$ cat config.mk
export PLATFORM = sky130hd
export DESIGN_NAME = icu_capture_unit
export DESIGN_NICKNAME = d
export VERILOG_FILES = /design/src/rtl/icu_pkg.sv /design/src/rtl/icu_sync.sv /design/src/rtl/icu_filter.sv /design/src/rtl/icu_edge.sv /design/src/rtl/icu_capture_unit.sv
export SDC_FILE = /design/constraint.sdc
export NUM_CORES = 1
export LEC_CHECK = 0
export BUFFER_PORTS_ARGS = -buffer_cell sky130_fd_sc_hd__buf_4
export CAP_MARGIN = 20
export CELL_PAD_IN_SITES_DETAIL_PLACEMENT = 0
export CELL_PAD_IN_SITES_GLOBAL_PLACEMENT = 1
export CORE_MARGIN = 1
export CORE_UTILIZATION = 40
export DETAILED_ROUTE_END_ITERATION = 6
export PLACE_DENSITY = 0.89
export SLEW_MARGIN = 0
export SYNTH_ARGS = -nofsm -noshare
export SYNTH_HDL_FRONTEND = slang
export SYNTH_HIERARCHICAL = 1
export SYNTH_SLANG_ARGS = --single-unit
$ cat constraint.sdc
create_clock -name clk -period 3.76 [get_ports clk]
set_input_delay 0.564 -clock clk [delete_from_list [all_inputs] [get_ports clk]]
set_output_delay 0.564 -clock clk [all_outputs]
set_load 0.1 [all_outputs]
$ cat src/rtl/icu_pkg.sv
`timescale 1ns/1ps
package icu_pkg;

    localparam int ICU_BUS_W = 8;
    localparam int ICU_CNT_W = 2 * ICU_BUS_W;

    typedef enum logic [1:0] {
        REG_CAP_LO = 2'b00,
        REG_CAP_HI = 2'b01,
        REG_FLAG   = 2'b10,
        REG_NONE   = 2'b11
    } reg_sel_e;

    typedef struct packed {
        logic src_alt;
        logic rise;
        logic filt_on;
    } trig_cfg_t;

    function automatic logic edge_hit(input logic cur, input logic prev, input logic rise);
        return rise ? (cur & ~prev) : (~cur & prev);
    endfunction

endpackage

$ cat src/rtl/icu_sync.sv
`timescale 1ns/1ps
module icu_sync #(
    parameter int STAGES = 2
) (
    input  logic clk,
    input  logic rst,
    input  logic d,
    output logic q
);
    logic [STAGES-1:0] chain;

    always_ff @(posedge clk) begin
        if (rst) begin
            chain <= '0;
        end else begin
            chain[0] <= d;
            for (int i = 1; i < STAGES; i++) begin
                chain[i] <= chain[i-1];
            end
        end
    end

    assign q = chain[STAGES-1];
endmodule

$ cat src/rtl/icu_filter.sv
`timescale 1ns/1ps
module icu_filter #(
    parameter int LEN = 4
) (
    input  logic clk,
    input  logic rst,
    input  logic din,
    input  logic en,
    output logic dout
);
    localparam int HW = LEN - 1;

    logic [HW-1:0] hist;
    logic          lvl_q;
    logic          all_same;

    always_comb all_same = (hist == {HW{din}});

    always_ff @(posedge clk) begin
        if (rst) begin
            hist  <= '0;
            lvl_q <= 1'b0;
        end else begin
            hist[0] <= din;
            for (int i = 1; i < HW; i++) begin
                hist[i] <= hist[i-1];
            end
            if (all_same) begin
                lvl_q <= din;
            end
        end
    end

    assign dout = en ? lvl_q : din;

    // the filtered level only moves to a value the history already agreed on
    a_r5_filter_settles: assert property (@(posedge clk) disable iff (rst)
        !$stable(lvl_q) |-> ($past(hist) == {HW{lvl_q}}));
endmodule

$ cat src/rtl/icu_edge.sv
`timescale 1ns/1ps
module icu_edge
    import icu_pkg::*;
(
    input  logic clk,
    input  logic rst,
    input  logic lvl,
    input  logic rise,
    output logic hit
);
    logic prev_q;

    always_ff @(posedge clk) begin
        if (rst) prev_q <= 1'b0;
        else     prev_q <= lvl;
    end

    assign hit = edge_hit(lvl, prev_q, rise);
endmodule

$ cat src/rtl/icu_capture_unit.sv
`timescale 1ns/1ps
module icu_capture_unit
    import icu_pkg::*;
#(
    parameter int SYNC_STAGES = 2,
    parameter int FILT_LEN    = 4
) (
    input  logic                 clk,
    input  logic                 rst,
    input  logic                 evt_pin,
    input  logic                 cmp_in,
    input  logic                 src_sel,
    input  logic                 edge_rise,
    input  logic                 filt_en,
    input  logic                 cap_ie,
    input  logic [ICU_CNT_W-1:0] cnt_val,
    input  logic                 int_ack,
    input  logic [1:0]           bus_addr,
    input  logic                 bus_rd,
    input  logic                 bus_wr,
    input  logic [ICU_BUS_W-1:0] bus_wdata,
    output logic [ICU_BUS_W-1:0] bus_rdata,
    output logic                 cap_flag,
    output logic                 irq
);
    trig_cfg_t              cfg;
    reg_sel_e               sel;
    logic                   raw_src;
    logic                   sync_lvl;
    logic                   filt_lvl;
    logic                   cap_event;
    logic                   sw_clear;
    logic                   lo_read;
    logic [ICU_CNT_W-1:0]   cap_reg;
    logic [ICU_BUS_W-1:0]   temp_hi;
    logic                   flag_q;

    always_comb begin
        cfg.src_alt = src_sel;
        cfg.rise    = edge_rise;
        cfg.filt_on = filt_en;
        sel         = reg_sel_e'(bus_addr);
        raw_src     = cfg.src_alt ? cmp_in : evt_pin;
        sw_clear    = bus_wr && (sel == REG_FLAG) && bus_wdata[0];
        lo_read     = bus_rd && (sel == REG_CAP_LO);
    end

    icu_sync #(.STAGES(SYNC_STAGES)) u_sync (
        .clk (clk),
        .rst (rst),
        .d   (raw_src),
        .q   (sync_lvl)
    );

    icu_filter #(.LEN(FILT_LEN)) u_filt (
        .clk  (clk),
        .rst  (rst),
        .din  (sync_lvl),
        .en   (cfg.filt_on),
        .dout (filt_lvl)
    );

    icu_edge u_edge (
        .clk  (clk),
        .rst  (rst),
        .lvl  (filt_lvl),
        .rise (cfg.rise),
        .hit  (cap_event)
    );

    always_ff @(posedge clk) begin
        if (rst) begin
            cap_reg <= '0;
            flag_q  <= 1'b0;
            temp_hi <= '0;
        end else begin
            if (cap_event) begin
                cap_reg <= cnt_val;
            end
            if (cap_event) begin
                flag_q <= 1'b1;
            end else if (int_ack || sw_clear) begin
                flag_q <= 1'b0;
            end
            if (lo_read) begin
                temp_hi <= cap_reg[ICU_CNT_W-1:ICU_BUS_W];
            end
        end
    end

    always_comb begin
        bus_rdata = '0;
        if (bus_rd) begin
            unique case (sel)
                REG_CAP_LO: bus_rdata = cap_reg[ICU_BUS_W-1:0];
                REG_CAP_HI: bus_rdata = temp_hi;
                REG_FLAG:   bus_rdata = {{(ICU_BUS_W-1){1'b0}}, flag_q};
                default:    bus_rdata = '0;
            endcase
        end
    end

    assign cap_flag = flag_q;
    assign irq      = flag_q & cap_ie;

    // a capture stores the count present at the capturing edge
    a_r4_value: assert property (@(posedge clk) disable iff (rst)
        cap_event |=> (cap_reg == $past(cnt_val)));

    // the flag is set after every capture edge, even with a clear pending
    a_r6_flag_on_capture: assert property (@(posedge clk) disable iff (rst)
        cap_event |=> cap_flag);

    // no request while the enable is low
    a_r7_irq_gated: assert property (@(posedge clk) disable iff (rst)
        !cap_ie |-> !irq);

    // an acknowledge without a coincident capture clears the flag
    a_r8_ack_clears: assert property (@(posedge clk) disable iff (rst)
        (int_ack && !cap_event) |=> !cap_flag);

    // writing zero to the flag location keeps a set flag
    a_r9_zero_write_keeps: assert property (@(posedge clk) disable iff (rst)
        (cap_flag && bus_wr && (bus_addr == 2'b10) && !bus_wdata[0] && !int_ack) |=> cap_flag);

    // a low-byte read parks the high byte of the same capture
    a_r10_temp_latch: assert property (@(posedge clk) disable iff (rst)
        (bus_rd && (bus_addr == 2'b00)) |=> (temp_hi == $past(cap_reg[ICU_CNT_W-1:ICU_BUS_W])));
endmodule

## Word level (Yosys, flattened, before mapping)

Cells that the tools add are included.
W data, S select, Z words.

- Equality and inequality tests: 3
- Muxes and demuxes: 7
- Reduce and logical (&&, ||, !) cells: 6
- Bitwise gates (word level): 5

Operator list:

| kind | number |
|---|---|
| $pmux W8 S3 | 1 |
| $mux W8 | 1 |
| $mux W1 | 5 |
| $and A1 B1 Y1 | 3 |
| $eq A3 B3 Y1 | 1 |
| $logic_and A1 B1 Y1 | 3 |
| $eq A2 B1 Y1 const B | 1 |
| $eq A2 B2 Y1 const B | 1 |
| $logic_not A2 Y1 | 1 |
| $not A1 Y1 | 2 |
| $reduce_bool A2 Y1 | 1 |
| $logic_or A1 B1 Y1 | 1 |

- Register bits after elaboration: 32
- Bits of input ports: 37
- Word-level logic and storage cells: 28
- Output and inout port bits: 10

## Longest topological paths before layout

Gate-level depths: netlist of run 1.

- Word-level depth: 6
- Gate-level depth with buffers: 7
- Depth with buffers taken out: 5

## Cells and area by module

Netlist of run 1, hierarchy kept.

By module, submodules not included:

| module | cells each | seq. area each (um^2) | instances | area an instance (um^2) |
|---|---|---|---|---|
| icu_capture_unit | 114 | 500.5 | 1 | 1169.9 |
| icu_filter | 11 | 80.1 | 1 | 137.6 |
| icu_sync | 4 | 40.0 | 1 | 52.6 |
| icu_edge | 5 | 20.0 | 1 | 48.8 |

## Worst setup path before layout of run 1

No wires, ideal clock.

- Path kind: input to output
- Start point: input port bus_addr[1]
- End point: output port bus_rdata[0]
- Stages: 3
- Setup slack: 0.241 ns
- Arrival time: 2.955 ns
- Required time: 3.196 ns
- Path buffers: 1
- Path through: nand2b_1 buf_2 o21ai_0

- Longest elaborated chain between the ends: 3
- Elaborated cells on any way between the ends: 5
- Classes of those cells: 2 x eq/ne; 2 x mux; 1 x reduce/logical

Ends and longest elaborated chain:

| item | line | source |
|---|---|---|
| start: declaration | icu_capture_unit.sv:18 | `input logic [1:0] bus_addr,` |
| $eq A2 B2 Y1, or another cell as far along | icu_capture_unit.sv:94 | `unique case (sel)` |
| $pmux W8 S3 (*) | icu_capture_unit.sv:94 |  |
| $mux W8 (*) | icu_capture_unit.sv:93 | `if (bus_rd) begin` |
| end: declaration | icu_capture_unit.sv:22 | `output logic [ICU_BUS_W-1:0] bus_rdata,` |

Every way passes the cells marked *; elsewhere a longest branch is shown, timed or not.

## Worst setup path after layout of run 1

Ends and elaborated chain as after synthesis.

==> summary.md, run 1 <==
| Metric | Value |
|---|---|
| Cts bufs inserted | `5` |
| Clk buf depth | `2` |
| Ys async rst share | `0` |
| Worst-skew pair later-pin latency | `roughly 0.32 ns` |
| Worst Setup Path Type | `input port to output pin` |
| Status | `completed` |
| Post-Synthesis Net Count | `between 150 and 200` |
| Initial DRT Pass Iterations | `4` |
| Clock transition at path regs | `about 0.090 ns` |
| Diode count | `0` |
| Number of flip-flops in the largest register | `16` |
| H-tree Lvls | `2` |
| Setup repair bufs after CTS | `0` |
| P_leak | `0.703 nW` |
| Internal power | `approximately 0.52 mW` |
| Fmax | `approximately 480 MHz` |
| Post-CTS Hold Buffers | `0` |
| Clock tree root driver cell | `clkbuf_4` |
| Unrepaired setup endpoints after global routing | `no` |
| Largest delay share family, worst path | `buffers and inverters` |
| Core area | `3360 sq um` |
| I/O pin cnt | `47` |
| Sum of buffers and inverters on the critical path | `2` |
| Synthesized instance count | `134` |
| Fin Clk Skew | `slightly above 0.002 ns` |
| Initial core utilization | `0.419` |
| Startpoint types | `input port` |
| Port Buffers | `39` |
| Worst Tran Pin Value | `about 0.86 ns` |
| Clk pwr share | `0.378` |
| Gr ovfl total | `0` |
| Most used cell, CP | `buf_4` |
| Die Y | `between 60 and 70 microns` |
| Layout fillers | `approximately 340` |
| Post-synthesis mux area share | `0.243` |
| Largest net degree at the start of global routing | `42` |
| Total power | `~0.66 mW` |
| Maximum fanout along the worst path | `8` |
| Simple-gate share of the synthesized area | `0.208` |
| # DRC | `0` |
| Final HPWL from detailed placement | `approximately 1.9 mm` |
| Adder-cell share of the synthesized area | `0` |
| Share of layout cells above drive strength 1 | `0.299` |
| Final hold violation count | `0` |
| Crit. End Element | `output pin` |
| Post-synth EDFFs | `0` |
| Combinational share of power | `0.096` |
| Minimum clock period | `about 2.1 ns` |
| Sequential-to-total area share from yosys stat | `0.455` |
| Antenna viol nets, final | `0` |
| Largest family of logic cells by synthesized area | `multiplexers` |
| Sequential share of power | `0.525` |
| P_sw | `0.144 mW` |
| Antenna violations before repair | `0` |
| Detailed Route WL | `2.60 mm` |
| Layout area overhead | `25.3%` |
| Die Width | `between 60 and 70 microns` |
| Post-synthesis compound-gate area fraction | `0.0364` |
| WL per Instance | `11.8 microns` |
| Syn Area/Cell | `roughly 11 sq um` |
| Setup violations, final | `0` |
| Crit path DAT | `about 1.5 ns` |
| Post-Syn Area | `roughly 1400 sq um` |
| Commonest register cell after synthesis | `dfxtp_1` |
| Total GRT Usage | `0.157` |
| CTS tree | `done` |
| CP peak stage delay | `0.31 ns` |
| CTS resizes | `0` |
| Setup TNS Final | `0 ns` |
| Power density over the cells | `~380 nW/um^2` |
| Routed vias | `just over 1,000` |
| Worst vdd ir | `around 0.00022 V` |
| DR iter-0 viols | `43` |
| Cell variety after synth | `24` |
| Synth Register Bits | `32` |
| Clock Sinks | `32` |
| Vias in the first global route | `around 980` |
| Ratio of final minimum period to clock period | `0.560` |
| Warnings from Yosys | `6` |
| Final Max Slew Viols | `0` |
| First-pass GRT wire length | `4.21 mm` |
| Die area | `approximately 3800 sq um` |
| CP cell instances | `buf_4, nand2b_1, o21ai_0, buf_4` |
| Critical path required time | `3.20 ns` |
| # nets final | `between 200 and 250` |
| Gp weighted congestion | `0.670` |
| Worst hold path type | `flip-flop to flip-flop` |
| MaxCap Viol Count | `0` |
| Via/cell ratio | `roughly 4.7` |
| XOR/XNOR share of the synthesized area | `0` |
| Slowest cell on crit path | `nand2b_1` |
| Relative slew margins | `0.424` |
| Sw Ratio | `0.217` |
| Row count | `21` |
stage by stage:
step	util	instances	hold WS, ns	setup slack [ns]	cell area, sq um
floorplan	-	134	0.414	0.241	1410
global placement	0.502	212	0.419	1.66	1690
detailed placement	0.502	212	0.430	1.65	1690
CTS	0.525	220	0.447	1.65	1770
global route	0.525	220	0.458	1.60	1770
finish	0.525	220	0.449	1.66	1770
area by class of cell:
type	count	area, sq um	area share
clock buffer	6	41.3	0.0234
clock inverter	2	35.0	0.0198
inverter	1	3.75	0.00213
multi-input combinational	93	687	0.389
sequential	32	641	0.363
tap	46	57.6	0.0326
timing repair buffer	40	300	0.170
power by group through the flow:
| stage | Combinational, mW | Sequential [mW] | Clock, mW |
|---|---|---|---|
| 6_report | 0.0640 | 0.348 | 0.251 |
| 5_1_grt | 0.0688 | 0.349 | 0.275 |
| 4_1_cts | 0.0649 | 0.348 | 0.259 |
| 3_5_place_dp | 0.0648 | 0.356 | 0 |
| 3_3_place_gp | 0.0628 | 0.356 | 0 |
| 2_1_floorplan | 0.0362 | 0.357 | 0 |
per-layer routing:
layer | up-vias | track usage | share of wire
li1 | 533 | - | -
met3 | 5 | 0.0441 | 0.039
met2 | 21 | 0.261 | 0.46
met1 | 480 | 0.187 | 0.48
met4 | 0 | 0.0762 | 0.018
met5 | - | 0 | 0
placed cells by master, fill, tap and decap left out:
cell type / netlist / final
a21oi_1: 1 / 1
and2_1: 1 / 1
and4b_1: 1 / 1
buf_4: 2 / 40
bufinv_16: 0 / 1
clkbuf_1: 1 / 1
clkbuf_4: 0 / 5
clkinv_2: 0 / 1
dfxtp_1: 32 / 32
inv_1: 1 / 1
mux2_1: 1 / 1
mux2_2: 1 / 1
mux2i_1: 32 / 32
nand2_1: 1 / 1
nand2b_1: 18 / 18
nand4_1: 1 / 1
nand4b_1: 1 / 1
nor2_1: 23 / 23
nor2b_1: 6 / 6
nor3b_2: 1 / 1
o21ai_0: 1 / 1
o22ai_2: 2 / 2
o41ai_2: 1 / 1
or3b_1: 1 / 1
final timing paths:
kind | to | cells after the start | slack (ns) | start
hold / removal | u_sync/chain[1] | 1 | 0.45 | u_sync/chain[0]
hold reg to reg | u_sync/chain[1] | 1 | 0.45 | u_sync/chain[0]
setup reg to reg | cap_reg[0] | 6 | 2.09 | u_sync/chain[1]
setup / recovery | bus_rdata[0] | 4 | 1.66 | bus_addr[1]
cells in the mapped netlist, types with 2 or more instances:
cell type / instances / area [sq um]
dfxtp_1: 32 / 641
buf_6: 3 / 33.8
nor2b_1: 6 / 37.5
o22ai_2: 2 / 25.0
nor2_1: 23 / 86.3
buf_4: 2 / 15.0
mux2i_1: 32 / 320
nand2b_1: 18 / 113
cell families after synthesis:
kind of cell	after synthesis
AOI/OAI and AO/OA	5
buffers and inverters	9
DFF	32
muxes	34
and+or+nand+nor	54
(Power assumes the default switching activity.)
==> run 2, diff against run 1 <==
--- a/config.mk
+++ b/config.mk
@@ -5,14 +5,15 @@
 export SDC_FILE = /design/constraint.sdc
 export NUM_CORES = 1
 export LEC_CHECK = 0
+export ABC_AREA = 1
 export BUFFER_PORTS_ARGS = -buffer_cell sky130_fd_sc_hd__buf_4
 export CAP_MARGIN = 20
 export CELL_PAD_IN_SITES_DETAIL_PLACEMENT = 0
 export CELL_PAD_IN_SITES_GLOBAL_PLACEMENT = 1
 export CORE_MARGIN = 1
-export CORE_UTILIZATION = 40
+export CORE_UTILIZATION = 30
 export DETAILED_ROUTE_END_ITERATION = 6
-export PLACE_DENSITY = 0.89
+export PLACE_DENSITY = 0.8
 export SLEW_MARGIN = 0
 export SYNTH_ARGS = -nofsm -noshare
 export SYNTH_HDL_FRONTEND = slang
==> constraint.sdc (replaced) <==
create_clock -name clk -period 1.9 [get_ports clk]
set_input_delay 0.285 -clock clk [delete_from_list [all_inputs] [get_ports clk]]
set_output_delay 0.285 -clock clk [all_outputs]
set_load 0.1 [all_outputs]
==> summary.md, run 2 <==
| Metric | Value |
|---|---|
| Status | `completed` |
| Top cell type's share of synthesized area | `0.487` |
| Pre-CTS setup slack | `0.366 ns` |
| Simple-gate share of the synthesized area | `0.315` |
| Worst Tran Pin Value | `~0.53 ns` |
| Initial DRT Pass Iterations | `4` |
| Clock transition at path regs | `~0.060 ns` |
| Total GRT Usage | `0.144` |
| Clock Sinks | `32` |
| Fin Clk Skew | `0.00204 ns` |
| Antenna violations before repair | `0` |
| Final HPWL from detailed placement | `~2 mm` |
| CTS tree | `done` |
| Most instantiated library cell after synthesis | `nor2_1` |
| Synth area leaders | `dfxtp_1 49%, nor2_1 16%, o21ai_0 9.5%` |
| Startpoint types | `input port` |
| Final hold slack | `between 0.2 and 0.25 ns` |
| Placed instance area | `between 1500 and 2000 sq um` |
| Layout fillers | `roughly 460` |
| Synthesized instance count | `between 150 and 200` |
| Power density over the cells | `about 800 nW/um^2` |
| Slowest cell on crit path | `buf_4` |
| Internal power | `around 1.1 mW` |
| Clock tree root driver cell | `clkbuf_8` |
| Core area | `4120 sq um` |
| Sequential-to-total area share from yosys stat | `0.487` |
| Die area | `about 4700 sq um` |
| Unrepaired setup endpoints after global routing | `no` |
| Minimum clock period | `between 1.5 and 2 ns` |
| Cell variety after synth | `17` |
| Routed vias | `approximately 1,200` |
| Vias in the first global route | `~1,200` |
| Antenna viol nets, final | `0` |
| Final hold violation count | `0` |
| Share of layout cells above drive strength 1 | `0.249` |
| Layout area overhead | `32.4%` |
| Relative slew margins | `0.645` |
| Worst Setup Path Type | `input port to output pin` |
| Worst vdd ir | `approximately 0.00044 V` |
| Largest net degree at the start of global routing | `25` |
| CP cell instances | `buf_4, nor2_2, nand2_4, inv_6, nand2_1, nand2_1, buf_4` |
| Gp weighted congestion | `~0.7` |
| Die Y | `a little under 70 microns` |
| Die Width | `~68 microns` |
| Min setup slack post-route | `0.376 ns` |
| Synth Register Bits | `32` |
| Via/cell ratio | `between 4 and 5` |
| Crit. End Element | `output pin` |
| Detailed Route WL | `between 2 and 3 mm` |
| R2R cell count | `8` |
| Cts bufs inserted | `5` |
| Post-synthesis mux area share | `0.00856` |
| Post-synthesis compound-gate area fraction | `0.0990` |
| Commonest register cell after synthesis | `dfxtp_1` |
| P_leak | `roughly 0.88 nW` |
| Critical path required time | `1.62 ns` |
| Post-CTS Hold Buffers | `0` |
| Maximum fanout along the worst path | `15` |
| Diode count | `0` |
| # DRC | `0` |
| Setup repair bufs after CTS | `0` |
| Syn Area/Cell | `roughly 7 sq um` |
| MaxCap Viol Count | `0` |
| Number of flip-flops in the largest register | `16` |
| Clk pwr share | `0.379` |
| Row count | `23` |
| Sequential share of power | `0.509` |
| WL per Instance | `between 10 and 15 microns` |
| Largest family of logic cells by synthesized area | `simple AND/OR/NAND/NOR gates` |
| Crit path DAT | `~1.2 ns` |
| DR iter-0 viols | `29` |
| Final Max Slew Viols | `0` |
| Post-synth EDFFs | `0` |
| Fmax | `656 MHz` |
| XOR/XNOR share of the synthesized area | `0` |
| Worst-skew pair later-pin latency | `0.28 ns` |
| P_sw | `about 0.33 mW` |
| Final instance area | `~1700 sq um` |
| Most common cell after layout, fill and taps aside | `nor2_1` |
| CP peak stage delay | `approximately 0.28 ns` |
| Hold Crit Depth | `3` |
| Most frequent cells in the layout | `55 x nor2_1, 42 x buf_4, 31 x dfxtp_1, 28 x nand2_1, 25 x o21ai_0` |
| Sw Ratio | `0.238` |
| H-tree Lvls | `2` |
| Initial core utilization | `0.320` |
| # nets final | `approximately 270` |
| Clk buf depth | `2` |
| Ys async rst share | `0` |
| Adder-cell share of the synthesized area | `0` |
| CTS resizes | `0` |
| Commonest cells in the synthesized netlist | `55 x nor2_1, 32 x dfxtp_1, 28 x nand2_1` |
| Gr ovfl total | `0` |
| Worst hold path type | `input port to flip-flop` |
| Port Buffers | `39` |
| Warnings from Yosys | `6` |
| Yosys top cell by area | `dfxtp_1` |
| I/O pin cnt | `47` |
| Post-Syn Area | `1320 sq um` |
| Combinational share of power | `0.112` |
| First-pass GRT wire length | `about 4.8 mm` |
| Setup TNS Final | `0 ns` |
| Setup violations, final | `0` |
| Post-Synthesis Net Count | `around 220` |
| Ratio of final minimum period to clock period | `0.802` |
## run 2: cell type report
type,instances,area [sq um],share of cell area
sequential,32,642,0.369
tap,50,62.6,0.0359
multi-input combinational,128,556,0.319
timing repair buffer,42,315,0.181
inverter,19,76.3,0.0438
clock buffer,8,90.1,0.0517
## run 2: power by group through the flow
stage	sequential (mW)	combinational, mW	clock (mW)
6_report	0.708	0.155	0.527
2_1_floorplan	0.723	0.0866	0
5_1_grt	0.710	0.175	0.588
3_3_place_gp	0.722	0.156	0
4_1_cts	0.708	0.157	0.549
3_5_place_dp	0.723	0.157	0
## run 2: final timing paths
path	startpoint	end	slack, ns
max	bus_addr[1]	bus_rdata[3]	0.38
min	cnt_val[11]	cap_reg[11]	0.22
max reg2reg	u_sync/chain[1]	cap_reg[1]	0.60
min reg2reg	u_sync/chain[0]	u_sync/chain[1]	0.41
## run 2: worst max-delay path, delay by kind of cell
| family | cells | cell delay [ns] |
|---|---|---|
| buffers and inverters | 3 | 0.54 |
| AND/OR/NAND/NOR | 4 | 0.40 |
## run 2: routing by layer
metal,vias up,global-route usage,wire length (microns)
met5,-,0,0
met4,0,0.0547,43
met3,7,0.0650,173
met2,25,0.225,1230
met1,511,0.170,1340
li1,662,-,-
## run 2: kinds of logic (layout without fill, tap and decap cells)
kind of cell / Yosys count / in the layout
DFF: 32 / 32
AOI/OAI and AO/OA: 26 / 26
buffers and inverters: 25 / 69
and+or+nand+nor: 101 / 101
muxes: 1 / 1
## run 2: through the flow
step | power, mW | std cells | util
floorplan | 0.810 | 185 | -
global placement | 0.879 | 271 | 0.401
detailed placement | 0.880 | 271 | 0.401
CTS | 1.41 | 279 | 0.423
global route | 1.47 | 279 | 0.423
finish | 1.39 | 279 | 0.423
